==> src/rtl/wdt_pkg.sv <==
package wdt_pkg;

    typedef enum logic [2:0] {
        OFF_ST,
        RUN_ST,
        HOLD_ST,
        BITE_ST,
        SPENT_ST
    } wdt_state_e;

    typedef struct packed {
        logic [2:0] psel;
        logic       idle_sus;
        logic       lock;
        logic       en;
    } wdt_ctl_t;

    localparam logic [2:0] PSEL_SLOW = 3'd0;
    localparam logic [2:0] PSEL_MID  = 3'd1;
    localparam logic [2:0] PSEL_FULL = 3'd2;

    localparam wdt_ctl_t CTL_RESET = '{psel: PSEL_SLOW, idle_sus: 1'b0,
                                       lock: 1'b0, en: 1'b1};

endpackage

==> src/rtl/wdt_regs.sv <==
module wdt_regs
    import wdt_pkg::*;
#(
    parameter int OFF_W = 8
) (
    input  logic             clk,
    input  logic             rst_n,
    input  logic             ctl_we,
    input  wdt_ctl_t         ctl_wdata,
    input  logic             off_we,
    input  logic [OFF_W-1:0] off_wdata,
    output wdt_ctl_t         ctl_q,
    output logic [OFF_W-1:0] off_q,
    output logic             active
);

    assign active = ctl_q.en | ctl_q.lock;

    always_ff @(posedge clk) begin
        if (!rst_n) begin
            ctl_q <= CTL_RESET;
            off_q <= '0;
        end else begin
            if (ctl_we) begin
                // lock is sticky; enable can only be raised while locked
                ctl_q.lock <= ctl_q.lock | ctl_wdata.lock;
                ctl_q.en   <= ctl_q.lock ? (ctl_q.en | ctl_wdata.en) : ctl_wdata.en;
                if (!active) begin
                    ctl_q.psel     <= ctl_wdata.psel;
                    ctl_q.idle_sus <= ctl_wdata.idle_sus;
                end
            end
            if (off_we) begin
                off_q <= off_wdata;
            end
        end
    end

endmodule

==> src/rtl/wdt_prescale.sv <==
module wdt_prescale
    import wdt_pkg::*;
#(
    parameter int DIV_SLOW = 12,
    parameter int DIV_MID  = 4
) (
    input  logic       clk,
    input  logic       rst_n,
    input  logic       run,
    input  logic [2:0] psel,
    output logic       tick
);

    localparam int PW = (DIV_SLOW > 2) ? $clog2(DIV_SLOW) : 1;
    localparam logic [PW-1:0] LIM_SLOW = PW'(DIV_SLOW - 1);
    localparam logic [PW-1:0] LIM_MID  = PW'(DIV_MID - 1);

    logic [PW-1:0] pre_q;
    logic [PW-1:0] lim;

    always_comb begin
        unique case (psel)
            PSEL_MID:  lim = LIM_MID;
            PSEL_FULL: lim = '0;
            default:   lim = LIM_SLOW;
        endcase
    end

    assign tick = run && (pre_q >= lim);

    always_ff @(posedge clk) begin
        if (!rst_n || !run || tick) begin
            pre_q <= '0;
        end else begin
            pre_q <= pre_q + 1'b1;
        end
    end

endmodule

==> src/rtl/wdt_core.sv <==
module wdt_core
    import wdt_pkg::*;
#(
    parameter int W = 8
) (
    input  logic         clk,
    input  logic         rst_n,
    input  logic         active,
    input  logic         idle_sus,
    input  logic         cpu_idle,
    input  logic         tick,
    input  logic         kick,
    input  logic [W-1:0] off,
    output logic         run,
    output logic         bite
);

    wdt_state_e    st_q, st_d;
    logic [2*W-1:0] cnt_q;
    logic [W-1:0]   cmp_q;
    logic           expire;
    logic           pause;

    assign pause  = idle_sus && cpu_idle;
    assign expire = run && tick && (&cnt_q[W-1:0]) && (cnt_q[2*W-1:W] == cmp_q);

    always_comb begin
        st_d = st_q;
        unique case (st_q)
            OFF_ST:   if (active) st_d = RUN_ST;
            RUN_ST: begin
                if (!active)     st_d = OFF_ST;
                else if (expire) st_d = BITE_ST;
                else if (pause)  st_d = HOLD_ST;
            end
            HOLD_ST: begin
                if (!active)     st_d = OFF_ST;
                else if (!pause) st_d = RUN_ST;
            end
            BITE_ST:  st_d = SPENT_ST;
            SPENT_ST: st_d = SPENT_ST;
            default:  st_d = OFF_ST;
        endcase
    end

    always_ff @(posedge clk) begin
        if (!rst_n) begin
            st_q <= RUN_ST;
        end else begin
            st_q <= st_d;
        end
    end

    always_comb begin
        run  = (st_q == RUN_ST);
        bite = (st_q == BITE_ST);
    end

    always_ff @(posedge clk) begin
        if (!rst_n) begin
            cnt_q <= '0;
            cmp_q <= '0;
        end else begin
            if (run && tick) begin
                cnt_q <= cnt_q + 1'b1;
            end
            if (kick) begin
                cmp_q <= cnt_q[2*W-1:W] + off;
            end
        end
    end

endmodule

==> src/rtl/wdt_top.sv <==
module wdt_top
    import wdt_pkg::*;
#(
    parameter int CNT_W    = 8,
    parameter int DIV_SLOW = 12,
    parameter int DIV_MID  = 4
) (
    input  logic             clk,
    input  logic             rst_n,
    input  logic             ctl_we,
    input  logic [5:0]       ctl_wdata,
    input  logic             off_we,
    input  logic [CNT_W-1:0] off_wdata,
    input  logic             kick,
    input  logic             cpu_idle,
    output logic [5:0]       rd_ctl,
    output logic [CNT_W-1:0] rd_off,
    output logic             wdt_rst
);

    wdt_ctl_t ctl_q;
    logic     active;
    logic     run;
    logic     tick;

    wdt_regs #(.OFF_W(CNT_W)) u_regs (
        .clk       (clk),
        .rst_n     (rst_n),
        .ctl_we    (ctl_we),
        .ctl_wdata (wdt_ctl_t'(ctl_wdata)),
        .off_we    (off_we),
        .off_wdata (off_wdata),
        .ctl_q     (ctl_q),
        .off_q     (rd_off),
        .active    (active)
    );

    wdt_prescale #(.DIV_SLOW(DIV_SLOW), .DIV_MID(DIV_MID)) u_pre (
        .clk   (clk),
        .rst_n (rst_n),
        .run   (run),
        .psel  (ctl_q.psel),
        .tick  (tick)
    );

    wdt_core #(.W(CNT_W)) u_core (
        .clk      (clk),
        .rst_n    (rst_n),
        .active   (active),
        .idle_sus (ctl_q.idle_sus),
        .cpu_idle (cpu_idle),
        .tick     (tick),
        .kick     (kick),
        .off      (rd_off),
        .run      (run),
        .bite     (wdt_rst)
    );

    assign rd_ctl = ctl_q;

endmodule

==> config.mk <==
export PLATFORM = sky130hd
export DESIGN_NAME = wdt_top
export DESIGN_NICKNAME = d
export VERILOG_FILES = /design/src/rtl/wdt_pkg.sv /design/src/rtl/wdt_regs.sv /design/src/rtl/wdt_prescale.sv /design/src/rtl/wdt_core.sv /design/src/rtl/wdt_top.sv
export SDC_FILE = /design/constraint.sdc
export NUM_CORES = 1
export LEC_CHECK = 0
export CAP_MARGIN = 20
export CORE_MARGIN = 3
export CORE_UTILIZATION = 30
export DETAILED_ROUTE_END_ITERATION = 8
export DONT_BUFFER_PORTS = 1
export GPL_ROUTABILITY_DRIVEN = 0
export GPL_TIMING_DRIVEN = 1
export HOLD_SLACK_MARGIN = 0.05
export PLACE_DENSITY = 0.47
export SKIP_CTS_REPAIR_TIMING = 1
export SLEW_MARGIN = 30
export SYNTH_ARGS = -nofsm -noshare
export SYNTH_HDL_FRONTEND = slang
export SYNTH_SLANG_ARGS = --single-unit
==> constraint.sdc <==
create_clock -name clk -period 3.1 [get_ports clk]
set_input_delay 0.31 -clock clk [delete_from_list [all_inputs] [get_ports clk]]
set_output_delay 0.31 -clock clk [all_outputs]
set_load 0.05 [all_outputs]
=== After elaboration in Yosys (flattened, before gate mapping) ===
Cells that the tools add are included.

* Register bits: 45
* Bits in latches: 0
* Memory bits (writable): 0
* Bits in read-only memories: 0
* Bits of input ports: 20
* Output and inout bits: 15
* Logic and storage cells: 50
* Memories: 0

* Add/sub/neg operators: 3
* $mul: 0
* Div/mod/pow operators: 0
* Order comparisons: 1
* Eq/ne operators: 10
* Shifts and indexed selects: 0
* Multiplexer cells: 9
* Bitwise logic cells: 4
* Reductions and logical operators: 14

{| class="wikitable"
|+ Operator list
! cell !! count
|-
| 2-to-1 mux 3 bit || 6
|-
| adder 16 x 1 -> 16 bit (second input constant) || 1
|-
| case mux 3 bit (4 select lines) || 1
|-
| equality test 3 x 2 -> 1 bit (second input constant) || 3
|-
| adder 8 bit || 1
|-
| equality test 8 bit || 1
|-
| case mux 4 bit (2 select lines) || 1
|-
| AND reduction 8 bit || 1
|-
| equality test 3 x 1 -> 1 bit (second input constant) || 2
|-
| logical AND 1 bit || 5
|-
| adder 4 x 1 -> 4 bit (second input constant) || 1
|-
| >= comparator 4 bit || 1
|-
| inequality test 4 bit (second input constant) || 1
|-
| equality test 3 bit (second input constant) || 1
|-
| zero test 3 bit || 1
|-
| inequality test 3 bit (second input constant) || 1
|-
| bitwise OR 1 bit || 3
|-
| AND reduction 3 bit || 1
|-
| zero test 1 bit || 2
|-
| logical OR 1 bit || 2
|-
| inequality test 2 x 1 -> 1 bit (second input constant) || 1
|-
| AND reduction 2 bit || 1
|-
| OR reduction 2 bit || 1
|-
| 2-to-1 mux 1 bit || 1
|-
| NOT 1 bit || 1
|}

=== Logic depth before layout (Yosys ltp) ===
Gate-level depths: netlist of the first run.

* Word-level depth: 10
* Mapped depth: 8
* Gate-level depth less buffers: 8

=== By module ===
From an unflattened synthesis of the first run, not the netlist that was laid out.

* Cell total of the unflattened synthesis: 268
* Area total of the unflattened synthesis: 2454.9 µm²

{| class="wikitable"
|+ By module, submodules not included
! module !! times used !! cells an instance !! area each (µm²) !! sequential area each (µm²)
|-
| wdt_core || 1 || 189 || 1674.1 || 540.5
|-
| wdt_regs || 1 || 51 || 528.0 || 280.3
|-
| wdt_prescale || 1 || 28 || 252.7 || 80.1
|}

=== Worst setup path before layout of the first run ===
Ideal clock, no wire load.

* Path type: register to register
* From: register u_regs.ctl_q[4] (netlist name)
* To: register u_core.cnt_q[9]
* Library setup time: 0.070 ns
* Arrival time: 2.748 ns
* Required time: 3.030 ns
* Path slack: 0.282 ns
* Stages on the path, launching flop included: 9
* Path buffers: 1
* Period minus slack after synthesis: 2.818 ns
* Cells stage by stage: dfxtp_1 -> or3b_2 -> ha_1 -> nand2b_1 -> a2111oi_0 -> buf_2 -> nor4_1 -> a21o_1 -> a21oi_1

* Word-level cells in the longest chain between the ends: 5
* Elaborated cells between the ends (all ways): 6
* Classes of those cells: order compare (1); eq/ne (2); mux (1); reduce/logical (2)

{| class="wikitable"
|+ RTL lines
! item !! RTL line !! text
|-
| equality test 3 x 2 -> 1 bit / equality test 3 x 1 -> 1 bit (equally long branches) || wdt_prescale.sv:22 || <nowiki>unique case (psel)</nowiki>
|-
| case mux 4 bit (2 select lines) * || wdt_prescale.sv:22 ||
|-
| >= comparator 4 bit * || wdt_prescale.sv:29 || <nowiki>assign tick = run && (pre_q >= lim);</nowiki>
|-
| logical AND 1 bit * || wdt_prescale.sv:29 ||
|-
| logical AND 1 bit * || wdt_core.sv:64 || <nowiki>if (run && tick) begin</nowiki>
|-
| end signal: assignment || wdt_core.sv:65 || <nowiki>cnt_q <= cnt_q + 1'b1;</nowiki>
|-
| end: declaration || wdt_core.sv:19 || <nowiki>logic [2*W-1:0] cnt_q;</nowiki>
|}

Mark *: on every way between the ends. The rest lies on a longest branch, timed or not.
A chain may end at the register's enable or synchronous reset.

=== Worst setup path in the final report of the first run ===
* From: register u_regs.ctl_q[3] (netlist name)
* To: register u_core.cnt_q[10]

* Word-level cells in the longest chain between the ends: 5
* Elaborated cells between the ends (all ways): 6
* Classes of those cells: order compare (1); eq/ne (2); mux (1); reduce/logical (2)

{| class="wikitable"
|+ RTL lines
! item !! RTL line
|-
| equality test 3 x 2 -> 1 bit / equality test 3 x 1 -> 1 bit (equally long branches) || wdt_prescale.sv:22
|-
| case mux 4 bit (2 select lines) * || wdt_prescale.sv:22
|-
| >= comparator 4 bit * || wdt_prescale.sv:29
|-
| logical AND 1 bit * || wdt_prescale.sv:29
|-
| logical AND 1 bit * || wdt_core.sv:64
|}

Marked as above.

==> results.cfg, run 1 <==
[drt]
routed-wl-met2_um = 2400
vias = 1814
wl_met1_um = 2300
wl_per_cell_um = 13.2
drc = 0
route.met3.wl_um = 203
dr.pass1.iters = 4
highest_layer = met4
drtAntennaViolNets = 0
drt-total-wl_um = 4960
viasPerCell = 4.85
drt_iter0_markers = 53

[finish]
instances_no_fill = 374
diodes = 0
layout-drive-gt1-share_pct = 9.09
area_delta_synth_final_pct = 11.7
fillers = 796
nets = 307
design_area_mm2 = 0.00259

[timing]
worst_slack_ps = 572
tightest_slew_ps = 962
finalClockSkew_ps = 9.86
min_period_ps = 2530
finalSetupViolations = 0
whs_ps = 85.4
period_share_pct = 81.6
slew_headroom_pct = 35.6
rsz0062_at_grt = false
slew_viol_final = 0
fmax_mhz = 396
hold_viol = 0
fin_setup_tns_ps = 0

[critical_path]
path_delay_family = simple AND/OR/NAND/NOR gates
crit_slowest_cell = or4_4
cp_num_buf_inv = 1
crit_path_max_incr_delay_ps = 570
arrival_ps = 2750
crit_chain = or3b_2 -> ha_1 -> nand2b_1 -> a2111oi_2 -> buf_4 -> or4_4 -> or3_1 -> a21oi_1
start_kind = flip-flop
crit_type = flip-flop to flip-flop
worstSetupEndpointType = flip-flop
crit_fanout = 12
cp_data_required_time_ps = 3320

[floorplan]
die_area_mm2 = 0.00882
row_count = 31
start_util_pct = 31.5
die_h_um = 93.9
fp.coreArea_mm2 = 0.00737
fp.dieW_um = 93.9
pin_count = 35

[placement]
dp_slack_ps = 604
placed_area_mm2 = 0.00247
hpwl_um = 3730
port_buffers = 0
dp.cells = 366

[yosys]
synth_seq_cells = 45
syn_area_per_cell_um2 = 8.62
synth_area_leader_cell = dfxtp_1
synthMuxAreaShare_pct = 6.47
synth_xor_area_share_pct = 7.93
yosys_warnings = 0
synth_top_family_by_area = simple AND/OR/NAND/NOR gates
syn_inst = 269
synthSimpleGateAreaFrac_pct = 24.8
synth_top_area_share_pct = 38.8
synth-compound-area-share_pct = 10.7
synth_area_mm2 = 0.00232
synthAdderAreaFrac_pct = 7.34
seq_area_frac_synth_pct = 38.8
synth_area_leaders = dfxtp_1 39%, nor2_1 7.1%, ha_1 6.5%
synth_cell_type_count = 39
synth_nets = 302

[power_and_ir_drop]
sw_frac_of_total_pct = 28.3
p_leak_nw = 1.04
comb_power_share_pct = 14.1
clockPowerShare_pct = 35.8
seqPwrFrac_pct = 50.0
p_switching_uw = 371
ir_drop_mv = 0.243
power.density_mw_per_mm2 = 505
intPower_uw = 939

[clock_network]
cts.sinks = 45
insertion_delay_ps = 300
root_buffer = clkbuf_8
cts_buffers = 5
clockBufferDepth = 2
htreeDepth = 2
cts_tree = built
clkTransAtPathRegs_ps = 90

[outcome]
outcome = finished clean

[min_path]
hold_class = primary input to flip-flop

[grt]
grt_pass1_wl_um = 8560
track_usage_pct = 12.2
grt_overflow = 0
grt_pass1_vias = 1765
grt_max_degree = 38
antenna_found_initial = 0

[job]
drv_cap = 0
==> synthesized netlist by cell type <==
cell        n
xnor2_1    12
inv_1      11
or4_4       2
buf_4       1
nor3b_1     1
nand3_1    12
and4_1      2
fa_1        1
dfxtp_1    45
a2111oi_0   1
or4_1       1
a31oi_1     2
nand4_1     3
clkbuf_1    9
o21bai_1    1
nor2b_1     2
nor3_1      6
nand3_2     1
nor4_1      7
xor2_1      9
nor2_1     44
or3_1       7
nor3b_4     1
a211oi_1    3
nor4b_1     2
and3_1      2
or3b_2      1
inv_2       1
buf_2       1
a21o_1      2
nand2b_1    2
nand2_1    12
o21ai_0    14
a21oi_1    16
o211ai_1    3
o311ai_0    1
nand4_4     1
ha_1       12
mux2i_1    15
==> registers in the layout, summed over array words and instances (netlist names) <==
register      cells
u_regs.off_q      8
u_regs.ctl_q      6
u_core.st_q       3
u_core.cnt_q     16
u_core.cmp_q      8
u_pre.pre_q       4
==> cell families after synthesis <==
group | count (synthesis)
AO/OA/AOI/OAI | 43
flip-flops | 45
multiplexers | 15
XOR/XNOR | 21
buffers and inverters | 23
adder cells (fa/ha/maj) | 13
AND/OR/NAND/NOR | 109
==> power groups by stage <==
stage	sequential, mW	clock (mW)	combinational, mW
global placement	0.669	0	0.188
detailed placement	0.670	0	0.186
CTS	0.656	0.483	0.188
global route	0.661	0.505	0.208
floorplan	0.677	0	0.135
finish	0.655	0.469	0.185
==> worst paths after layout <==
kind / from / to / slack (ps) / cells after the start
max: u_regs.ctl_q[3]$_SDFFE_PN0P_ / u_core.cnt_q[10]$_SDFFE_PN0P_ / 570 / 8
min: rst_n / u_regs.ctl_q[0]$_SDFFE_PN1P_ / 90 / 1
max reg2reg: u_regs.ctl_q[3]$_SDFFE_PN0P_ / u_core.cnt_q[10]$_SDFFE_PN0P_ / 570 / 8
min reg2reg: u_pre.pre_q[0]$_SDFF_PP0_ / u_pre.pre_q[0]$_SDFF_PP0_ / 470 / 1
==> through the flow <==
step | util [%] | power (mW)
3_5_place_dp | 33.5 | 0.856
3_3_place_gp | 33.5 | 0.856
2_1_floorplan | - | 0.812
4_1_cts | 35.2 | 1.33
5_1_grt | 35.2 | 1.37
6_report | 35.2 | 1.31
==> layout by cell type (no fill, tap or decap), types with 3 or more instances in the layout <==
cell type,instances
dfxtp_1,45
nor2_1,44
a21oi_1,16
mux2i_1,15
o21ai_0,14
xnor2_1,12
nand2_1,12
nand3_1,12
ha_1,12
inv_1,11
xor2_1,9
buf_4,9
nor4_1,7
or3_1,7
nor3_1,6
clkbuf_8,6
o211ai_1,3
a211oi_1,3
nand4_1,3
==> per-layer routing <==
layer / track usage [%] / vias to the layer above
met5: 0 / -
met2: 20.4 / 23
met3: 3.04 / 4
met1: 15.3 / 833
li1: - / 954
met4: 3.61 / 0
==> final cells by class <==
class	instances	area [um2]	share of cell area (%)
Tap cell	99	124	4.78
Clock buffer	6	82.6	3.19
Sequential cell	45	901	34.8
Clock inverter	2	37.5	1.45
Multi-Input combinational cell	201	1330	51.5
Timing Repair Buffer	9	67.6	2.61
Inverter	12	45.0	1.74
==> worst reg2reg max path, cell delays in order (launching register included) <==
cell	delay, ps
dfxtp_1	320
or3b_2	470
ha_1	280
nand2b_1	110
a2111oi_2	70
buf_4	170
or4_4	570
or3_1	320
a21oi_1	140
No activity file was read; power rests on OpenSTA's default activity.
==> run 2: changes to the inputs <==
==> constraint.sdc (replaced) <==
create_clock -name clk -period 2.6 [get_ports clk]
set_input_delay 0.26 -clock clk [delete_from_list [all_inputs] [get_ports clk]]
set_output_delay 0.26 -clock clk [all_outputs]
set_load 0.05 [all_outputs]
==> run 2 against run 1 <==
Compared with the run above: utilization grew 0.54 points; worst hold slack got worse by 2.3 ps; total power up 9.6%; clock skew decreased by 3.8 ps; critical path depth is the same; die area did not move; clock power is 10% lower; sequential cell count stayed put.
==> results.cfg, run 2 (synthesized netlist as in run 1, its figures left out) <==
[drt]
drt-total-wl_um = 5130
wl_per_cell_um = 13.4
drt_iter0_markers = 76
vias = 1843
drtAntennaViolNets = 0
dr.pass1.iters = 4
viasPerCell = 4.81
drc = 0

[placement]
hpwl_um = 3760
placed_area_mm2 = 0.00252
port_buffers = 0
dp_slack_ps = 93.7

[timing]
rsz0062_at_grt = false
worst_slack_ps = 188
period_share_pct = 92.8
slew_viol_final = 0
slew_headroom_pct = 41.5
finalSetupViolations = 0
min_period_ps = 2410
fmax_mhz = 415
finalClockSkew_ps = 6.05
whs_ps = 83.1
hold_viol = 0
tightest_slew_ps = 871
fin_setup_tns_ps = 0

[finish]
multi_input_area_mm2 = 0.00134
diodes = 0
design_area_mm2 = 0.00263
top_regs = u_core.cnt_q (16), u_core.cmp_q (8), u_regs.off_q (8)
layout-drive-gt1-share_pct = 11.6
fillers = 796
regMostFlops = u_core.cnt_q
final_cell_mix = 44 x nor2_1, 44 x dfxtp_1, 16 x buf_4
largest_reg_flops = 16
nets = 316
regArea_um2 = 902
area_delta_synth_final_pct = 13.4

[clock_network]
htreeDepth = 2
insertion_delay_ps = 290
cts_buffers = 5
clockBufferDepth = 2
root_buffer = clkbuf_8
clkTransAtPathRegs_ps = 90
cts.sinks = 45
cts_tree = built

[power_and_ir_drop]
intPower_mw = 1.00
clockPowerShare_pct = 29.3
totalPowerFinal_mw = 1.44
comb_power_share_pct = 17.4
power.density_mw_per_mm2 = 546
ir_drop_mv = 0.281
p_leak_nw = 1.07
sw_frac_of_total_pct = 30.0
seqPwrFrac_pct = 53.3
p_switching_uw = 431

[outcome]
outcome = finished clean

[floorplan]
fp.dieW_um = 93.9
fp.coreArea_mm2 = 0.00737
die_h_um = 93.9
die_area_mm2 = 0.00882
start_util_pct = 31.5
pin_count = 35
row_count = 31

[grt]
track_usage_pct = 12.3
met1_usage_pct = 16.7
grt_max_degree = 38
grt_pass1_wl_um = 8640
grt_pass1_vias = 1824
grt_overflow = 0
use_met2_pct = 19.5
antenna_found_initial = 0
globalRouteMet3Util_pct = 2.88
busiest_layer = met2

[job]
drv_cap = 0

[critical_path]
crit_chain = or3b_2 -> ha_1 -> nand2b_1 -> a2111oi_2 -> buf_4 -> or4_4 -> or3_1 -> a21oi_1
crit_type = flip-flop to flip-flop
path_delay_family = simple AND/OR/NAND/NOR gates
arrival_ps = 2640
worstSetupEndpointType = flip-flop
cp_data_required_time_ps = 2820
crit_fanout = 12
crit_path_max_incr_delay_ps = 480
crit_slowest_cell = or3b_2
start_kind = flip-flop
cp_num_buf_inv = 1

[min_path]
hold_class = primary input to flip-flop
run 2: through the flow:
step	cells	utilization (%)
after floorplan	269	-
after global placement	373	34.3
after detailed placement	373	34.3
after CTS	381	35.4
after global routing	383	35.7
final	383	35.7
run 2: cell type report:
cell class	count	area share (%)
clock inverters	2	0.380
flip-flops and latches	45	34.3
multi-input cells	201	50.8
repair buffers	18	5.33
well taps	99	4.71
inverters	12	1.71
clock buffers	6	2.76
run 2: path summary, 6_finish.rpt:
path	endpoint	slack, ps	start	depth (start not counted)
max	u_core.cnt_q[12]$_SDFFE_PN0P_	190	u_regs.ctl_q[3]$_SDFFE_PN0P_	8
min	u_regs.ctl_q[0]$_SDFFE_PN1P_	80	ctl_we	2
max reg2reg	u_core.cnt_q[12]$_SDFFE_PN0P_	190	u_regs.ctl_q[3]$_SDFFE_PN0P_	8
min reg2reg	u_pre.pre_q[0]$_SDFF_PP0_	470	u_pre.pre_q[0]$_SDFF_PP0_	1
run 2: routing by layer:
metal	vias to the layer above	part of all wire (%)	routed length (um)
met3	6	4.8	248
li1	971	-	-
met5	-	0	0
met4	0	1.1	57
met1	836	48	2490
met2	30	46	2340
run 2: power groups by stage:
stage                     Combinational, mW  Clock [mW]  Sequential [mW]
final                                 0.250       0.420            0.765
after global routing                  0.283       0.472            0.770
after CTS                             0.250       0.442            0.764
after detailed placement              0.249           0            0.781
after global placement                0.247           0            0.781
after floorplan                       0.167           0            0.807
run 2: worst reg2reg max path, cell delays in order (launching register included):
cell,delay [ps]
dfxtp_1,310
or3b_2,480
ha_1,280
nand2b_1,110
a2111oi_2,70
buf_4,180
or4_4,450
or3_1,320
a21oi_1,140
==> run 3: changes to the inputs <==
--- a/config.mk
+++ b/config.mk
@@ -13,7 +13,7 @@
 export GPL_ROUTABILITY_DRIVEN = 0
 export GPL_TIMING_DRIVEN = 1
 export HOLD_SLACK_MARGIN = 0.05
-export PLACE_DENSITY = 0.47
+export PLACE_DENSITY_LB_ADDON = 0.25
 export SKIP_CTS_REPAIR_TIMING = 1
 export SLEW_MARGIN = 30
 export SYNTH_ARGS = -nofsm -noshare
==> run 3 against run 2 <==
Compared with the run above: critical endpoint is now u_core.cnt_q[9]$_SDFFE_PN0P_; cell area up 0.19%; routed wire length down 2.6%; fmax down 0.48%; total power up 0.64%; largest power group unchanged; worst setup slack worse by 12 ps; worst hold slack worse by 15 ps; die area unchanged; register-to-register slack about the same; clock power up 2%.
==> results.cfg, run 3 (synthesized netlist as in run 1, its figures left out) <==
[power_and_ir_drop]
p_switching_uw = 441
power.density_mw_per_mm2 = 548
intPower_mw = 1.00
p_leak_nw = 1.07
comb_power_share_pct = 17.2
ir_drop_mv = 0.316
clockPowerShare_pct = 29.8
sw_frac_of_total_pct = 30.5
seqPwrFrac_pct = 53.1
totalPowerFinal_mw = 1.44

[job]
drv_cap = 0

[timing]
rsz0062_at_grt = false
finalClockSkew_ps = 10.3
whs_ps = 68.2
hold_viol = 0
finalSetupViolations = 0
fin_setup_tns_ps = 0
fmax_mhz = 413
min_period_ps = 2420
period_share_pct = 93.2
slew_viol_final = 0
tightest_slew_ps = 674
worst_slack_ps = 177
slew_headroom_pct = 55.0

[grt]
grt_pass1_vias = 1743
grt_pass1_wl_um = 8470
grt_overflow = 0
grt_max_degree = 38
track_usage_pct = 12.0
antenna_found_initial = 0

[critical_path]
cp_data_required_time_ps = 2820
worstSetupEndpointType = flip-flop
r2r_slack_ps = 180
crit_fanout = 9
crit_type = flip-flop to flip-flop
arrival_ps = 2650
start_kind = flip-flop

[finish]
nets = 316
fillers = 774
multi_input_area_mm2 = 0.00134
regArea_um2 = 902
diodes = 0
layout-drive-gt1-share_pct = 12.0
final_cell_mix = 44 x nor2_1, 44 x dfxtp_1, 16 x a21oi_1, 16 x buf_4, 15 x mux2i_1
regMostFlops = u_core.cnt_q
area_delta_synth_final_pct = 13.6
largest_reg_flops = 16
top_regs = u_core.cnt_q (16), u_core.cmp_q (8), u_regs.off_q (8)

[clock_network]
cts.sinks = 45
cts_buffers = 5
htreeDepth = 2
cts_tree = built
insertion_delay_ps = 300
root_buffer = clkbuf_8
clkTransAtPathRegs_ps = 80
clockBufferDepth = 2

[floorplan]
pin_count = 35
row_count = 31
start_util_pct = 31.5
fp.coreArea_mm2 = 0.00737
fp.dieW_um = 93.9
die_h_um = 93.9
die_area_mm2 = 0.00882

[drt]
viasPerCell = 4.84
dr.pass1.iters = 4
drtAntennaViolNets = 0
drc = 0
drt_iter0_markers = 59
wl_per_cell_um = 13.1
drt-total-wl_um = 5000
vias = 1855

[placement]
hpwl_um = 3650
port_buffers = 0
dp_slack_ps = 216

[outcome]
outcome = finished clean

[min_path]
hold_class = primary input to flip-flop
==> run 3: cell type report <==
class | count | area share [%]
clock buffer | 5 | 2.61
clock inverter | 3 | 0.664
inverter | 12 | 1.71
multi-input combinational | 201 | 50.8
sequential | 45 | 34.2
tap | 99 | 4.70
timing repair buffer | 18 | 5.32
==> run 3: final timing paths <==
kind / start / end / depth (start not counted)
worst min-delay path: rst_n / u_core.st_q[0]$_SDFFE_PN1P_ / 1
worst max-delay path: u_regs.ctl_q[3]$_SDFFE_PN0P_ / u_core.cnt_q[9]$_SDFFE_PN0P_ / 8
worst min register to register: u_pre.pre_q[0]$_SDFF_PP0_ / u_pre.pre_q[0]$_SDFF_PP0_ / 1
worst max register to register: u_regs.ctl_q[3]$_SDFFE_PN0P_ / u_core.cnt_q[9]$_SDFFE_PN0P_ / 8
==> run 3: power groups by stage <==
stage	sequential (mW)	clock (mW)	combinational, mW
after floorplan	0.807	0	0.167
after global placement	0.782	0	0.242
after detailed placement	0.783	0	0.247
after CTS	0.766	0.454	0.248
after global routing	0.773	0.489	0.278
final	0.766	0.430	0.248
==> run 3: per-stage QoR <==
step | std cells | utilization, % | cell area, um2
6_report | 383 | 35.8 | 2640
5_1_grt | 383 | 35.8 | 2640
4_1_cts | 381 | 35.4 | 2610
3_5_place_dp | 373 | 34.3 | 2520
3_3_place_gp | 373 | 34.3 | 2520
2_1_floorplan | 269 | - | 2330
==> run 3: critical path: stages (launching register included) <==
cell and delay, ps:
dfxtp_1 310, or3b_2 480, ha_1 280, nand2b_1 150, a2111oi_2 520, buf_4 250
nor4_1 80, a21o_1 180, a21oi_1 110
==> run 3: metal layers <==
layer | part of all wire, % | GRT usage (%)
met2 | 45 | 18.3
met5 | 0 | 0
met3 | 5.5 | 3.77
met1 | 48 | 16.0
met4 | 1.9 | 4.21
